## config.mk

```make
export PLATFORM = sky130hd
export DESIGN_NAME = ham_codec
export DESIGN_NICKNAME = d
export VERILOG_FILES = /design/src/rtl/ham_pkg.sv /design/src/rtl/ham_enc_core.sv /design/src/rtl/ham_syndrome.sv /design/src/rtl/ham_correct.sv /design/src/rtl/ham_codec.sv
export SDC_FILE = /design/constraint.sdc
export NUM_CORES = 1
export LEC_CHECK = 0
export BUFFER_PORTS_ARGS = -buffer_cell sky130_fd_sc_hd__buf_2
export CAP_MARGIN = 40
export CORE_MARGIN = 5
export CORE_UTILIZATION = 52
export CTS_BUF_LIST = sky130_fd_sc_hd__clkbuf_16
export DETAILED_ROUTE_END_ITERATION = 12
export PLACE_DENSITY = 0.82
export SYNTH_ARGS = -nofsm -noshare
export SYNTH_HDL_FRONTEND = slang
export SYNTH_HIERARCHICAL = 1
export SYNTH_SLANG_ARGS = --single-unit
```

## constraint.sdc

```tcl
create_clock -name clk -period 2.5 [get_ports clk]
set_input_delay 0.5 -clock clk [delete_from_list [all_inputs] [get_ports clk]]
set_output_delay 0.5 -clock clk [all_outputs]
set_load 0.02 [all_outputs]
```

## src/rtl/ham_pkg.sv

```systemverilog
package ham_pkg;

    parameter int DATA_W = 7;

    // smallest r with 2^r >= m + r + 1
    function automatic int calc_par_w(input int m);
        int r;
        r = 0;
        while ((1 << r) < (m + r + 1)) r++;
        return r;
    endfunction

    parameter int PAR_W  = calc_par_w(DATA_W);
    parameter int CODE_W = DATA_W + PAR_W;

    typedef enum logic [1:0] {
        ST_CLEAN = 2'd0,
        ST_FIXED = 2'd1,
        ST_BAD   = 2'd2
    } dec_status_e;

    typedef struct packed {
        logic [DATA_W-1:0] data;
        dec_status_e       status;
    } dec_result_t;

    function automatic bit is_pow2(input int p);
        return (p > 0) && ((p & (p - 1)) == 0);
    endfunction

    // codeword positions checked by the parity bit at position p (a power of two)
    function automatic logic [CODE_W-1:0] group_mask(input int p);
        logic [CODE_W-1:0] m;
        m = '0;
        for (int q = 1; q <= CODE_W; q++)
            if ((q & p) != 0) m[q-1] = 1'b1;
        return m;
    endfunction

    // codeword position (1-based) carrying data bit i
    function automatic int data_pos(input int i);
        int cnt;
        int found;
        cnt   = 0;
        found = 0;
        for (int p = 1; p <= CODE_W; p++) begin
            if (!is_pow2(p)) begin
                if (cnt == i) found = p;
                cnt++;
            end
        end
        return found;
    endfunction

    // data bit index held at non-parity position p
    function automatic int data_index(input int p);
        int cnt;
        cnt = 0;
        for (int q = 1; q < p; q++)
            if (!is_pow2(q)) cnt++;
        return cnt;
    endfunction

endpackage

```

## src/rtl/ham_enc_core.sv

```systemverilog
module ham_enc_core
    import ham_pkg::*;
(
    input  logic [DATA_W-1:0] data_i,
    output logic [CODE_W-1:0] code_o
);

    logic [CODE_W-1:0] spread;

    for (genvar p = 1; p <= CODE_W; p++) begin : g_pos
        if (is_pow2(p)) begin : g_par
            assign spread[p-1] = 1'b0;
            assign code_o[p-1] = ^(spread & group_mask(p));
        end else begin : g_dat
            localparam int IDX = data_index(p);
            assign spread[p-1] = data_i[IDX];
            assign code_o[p-1] = data_i[IDX];
        end
    end

endmodule

```

## src/rtl/ham_syndrome.sv

```systemverilog
module ham_syndrome
    import ham_pkg::*;
(
    input  logic [CODE_W-1:0] code_i,
    output logic [PAR_W-1:0]  syn_o
);

    for (genvar k = 0; k < PAR_W; k++) begin : g_chk
        assign syn_o[k] = ^(code_i & group_mask(1 << k));
    end

endmodule

```

## src/rtl/ham_correct.sv

```systemverilog
module ham_correct
    import ham_pkg::*;
(
    input  logic [CODE_W-1:0] code_i,
    input  logic [PAR_W-1:0]  syn_i,
    output dec_result_t       res_o
);

    localparam logic [CODE_W-1:0] ONE = CODE_W'(1);

    logic              in_range;
    logic [CODE_W-1:0] flip;
    logic [CODE_W-1:0] fixed;

    always_comb begin
        in_range = (syn_i != '0) && (int'(syn_i) <= CODE_W);
        flip     = in_range ? (ONE << (syn_i - PAR_W'(1))) : '0;
        fixed    = code_i ^ flip;
    end

    for (genvar i = 0; i < DATA_W; i++) begin : g_ext
        assign res_o.data[i] = fixed[data_pos(i)-1];
    end

    always_comb begin
        if (syn_i == '0)   res_o.status = ST_CLEAN;
        else if (in_range) res_o.status = ST_FIXED;
        else               res_o.status = ST_BAD;
    end

endmodule

```

## src/rtl/ham_codec.sv

```systemverilog
module ham_codec
    import ham_pkg::*;
(
    input  logic              clk,
    input  logic              rst,
    input  logic              enc_valid_i,
    input  logic [DATA_W-1:0] enc_data_i,
    output logic              enc_valid_o,
    output logic [CODE_W-1:0] enc_code_o,
    input  logic              dec_valid_i,
    input  logic [CODE_W-1:0] dec_code_i,
    output logic              dec_valid_o,
    output logic [DATA_W-1:0] dec_data_o,
    output logic              dec_noerr_o,
    output logic              dec_corr_o,
    output logic              dec_uncorr_o
);

    logic [CODE_W-1:0] enc_code_c;
    logic [PAR_W-1:0]  dec_syn_c;
    dec_result_t       dec_res_c;

    ham_enc_core i_enc (
        .data_i (enc_data_i),
        .code_o (enc_code_c)
    );

    ham_syndrome i_syn (
        .code_i (dec_code_i),
        .syn_o  (dec_syn_c)
    );

    ham_correct i_fix (
        .code_i (dec_code_i),
        .syn_i  (dec_syn_c),
        .res_o  (dec_res_c)
    );

    always_ff @(posedge clk) begin
        if (rst) begin
            enc_valid_o <= 1'b0;
            enc_code_o  <= '0;
        end else begin
            enc_valid_o <= enc_valid_i;
            if (enc_valid_i) enc_code_o <= enc_code_c;
        end
    end

    always_ff @(posedge clk) begin
        if (rst) begin
            dec_valid_o  <= 1'b0;
            dec_data_o   <= '0;
            dec_noerr_o  <= 1'b0;
            dec_corr_o   <= 1'b0;
            dec_uncorr_o <= 1'b0;
        end else begin
            dec_valid_o  <= dec_valid_i;
            if (dec_valid_i) dec_data_o <= dec_res_c.data;
            dec_noerr_o  <= dec_valid_i && (dec_res_c.status == ST_CLEAN);
            dec_corr_o   <= dec_valid_i && (dec_res_c.status == ST_FIXED);
            dec_uncorr_o <= dec_valid_i && (dec_res_c.status == ST_BAD);
        end
    end

endmodule

```

==> metrics <==
count leader, synth dfxtp_1; CP max-delay cell xnor3_1; design area between 1000 and 1500 um2; number of max-cap violations 0; largest net degree at the start of global routing 21; Worst Hold Class reg2reg; Fin Hold WS slightly below 500 ps; placed insts 174; Critical Path AT about 2100 ps; Post-CTS Hold Buffers 0; area leader, netlist dfxtp_1; outcome finished, final reports clean; Worst VDD drop 424.6 uV; Post-CTS Setup Bufs 0; n_diodes 0; cts bufs inserted 3; Non-Filler Instances 178; Row Count 17; DP Area approximately 1400 um2; Worst-Skew Late Latency 250 ps; CP required about 2700 ps; worst setup margin 607.9 ps; vias in the first global route 932; endpoint type of the worst setup path flop; total die area about 3400 um2; initial antenna violation count 0; Overall Global Routing Usage 0.1472; clock slew at reported path FFs 60 ps; unrepaired setup endpoints after global routing no; Max Clk Rate between 500 and 600 MHz; Clock Tree Buf Depth 2; Initial Utilization 0.5485; Layout area overhead 20.74%; Yosys top cell area share 0.3759; max-slew violation count 0; Max H-tree Level 1; CP top delay family XOR/XNOR gates; CTS resizes 0; Ys Warns 6; CTS root buf clkbuf_16; final setup vio count 0; Main synth FF type dfxtp_1; pre-CTS WS about 360 ps; grt total ovfl 0; Netlist cell types 19; Top Metal Used met4; WL final between 2 and 2.5 mm; wire per inst around 13 um; Filler cells 196; leakage power about 0.00077 uW; asr flop ratio synth 0; Antenna Nets Post-Route 0; CP Launch Type input port; Final nets approximately 170; #FFs+latches synth 23; worst-margin pin slew 575.0 ps; global-route wire length before repair around 3.9 mm; dpl hpwl between 1.5 and 2 mm; synthesized area per cell 10.84 um2; Final Skew 0 ps; Period minus WS final around 1900 ps; slew margin rel. 0.6139; synthesized cell area ~1200 um2; Mapped Cells 113; Die Span X ~59 um; post-route DRC violation count 0; DR iter-0 viols 20; Final GP Congestion roughly 0.8; Pwr Density around 710 nW/um2; FF-to-FF setup slack about 1900 ps; period utilization 0.7569; fraction of layout cells with a size suffix above 1 0.3400; number of vias per cell approximately 5.1; IO buf count between 40 and 50; sequential area share after synthesis 0.3759; DR vias between 900 and 1000; Synthesized Nets around 140; DIE HEIGHT 58.54 um; top cells by area, synth dfxtp_1, mux2i_1, xnor2_1, xnor3_1, xor2_1; 1st-pass router iterations 6; Post-synth EDFFs 0; Clock Sinks 23; Met2 Wirelength roughly 1.2 mm; core area roughly 2200 um2; Worst Path Class, Setup in2reg; setup TNS 0 ps; CP Max Fanout 8; num ports 45; clock tree from TritonCTS done; Synth top cells by count dfxtp_1, nor2_1, mux2i_1; M1 WL between 800 and 900 um; max incr delay on CP about 550 ps; Final Hold Viols 0; CP Buf/Inv Count 1; met3 wire length 225 um; worst-path cell chain buf_2, xnor2_1, xnor3_1, and4bb_1, xor2_1, mux2i_1, nor2_1
path summary, 6_finish.rpt:
path / startpoint / to / cells after the start
worst min-delay path: enc_code_o[1] / enc_code_o[1] / 2
worst min register to register: enc_code_o[1] / enc_code_o[1] / 2
worst max-delay path: dec_code_i[8] / dec_data_o[2] / 7
worst max register to register: enc_code_o[0] / enc_code_o[0] / 2
sequential cells by signal, summed over array words and instances (netlist names):
register / count
dec_valid_o: 1
enc_valid_o: 1
dec_uncorr_o: 1
enc_code_o: 11
dec_data_o: 7
dec_corr_o: 1
dec_noerr_o: 1
where the power goes:
part           leakage, uW  switching, uW  internal, uW
registers         0.000190           12.8           398
logic             0.000535            161           136
clock network    0.0000409            122           215
kinds of logic (layout without fill, tap and decap cells):
family | Yosys count | count (layout) | share of synthesized area
and+or+nand+nor | 33 | 33 | 0.1634
xor gates and xnor gates | 27 | 27 | 0.2441
DFF | 23 | 23 | 0.3759
muxes | 18 | 18 | 0.1471
buffers and inverters | 12 | 49 | 0.06946
layout by cell type, fill, tap and decap left out:
cell type  count
and2_2         1
clkinv_2       1
nor3_1         1
nor4_1         1
mux2i_1       18
inv_1          1
nand4b_1       2
xor2_2         1
nand2b_2       1
xnor3_1        4
buf_2         44
xor2_1         9
and4bb_1       5
dfxtp_1       23
nor3b_1        2
nor2_1        19
nor2b_1        1
xnor2_1       13
clkbuf_16      3
cell type report:
cell class | count | area (um2) | share of cell area
multi-input cells | 78 | 679.4 | 0.4594
flip-flops and latches | 23 | 460.4 | 0.3113
repair buffers | 44 | 220.2 | 0.1489
clock buffers | 3 | 75.07 | 0.05076
well taps | 28 | 35.03 | 0.02369
clock inverters | 1 | 5.005 | 0.003384
inverters | 1 | 3.754 | 0.002538
layer usage:
| metal | up-vias | global-route usage |
|---|---|---|
| met2 | 38 | 0.2679 |
| met3 | 4 | 0.03947 |
| met5 | - | 0 |
| li1 | 445 | - |
| met1 | 425 | 0.1529 |
| met4 | 0 | 0.07616 |
tightest hold or removal path, cell delays in order (launching register included):
cell and delay [ps]:
dfxtp_1 320, mux2i_1 60, nor2_1 70
per-stage QoR:
step,utilization,total power (uW)
CTS,0.6622,1063
detailed placement,0.6263,717.1
global route,0.6622,1114
floorplan,-,640.6
finish,0.6622,1045
global placement,0.6263,704.9
No activity file was read; power rests on OpenSTA's default activity.
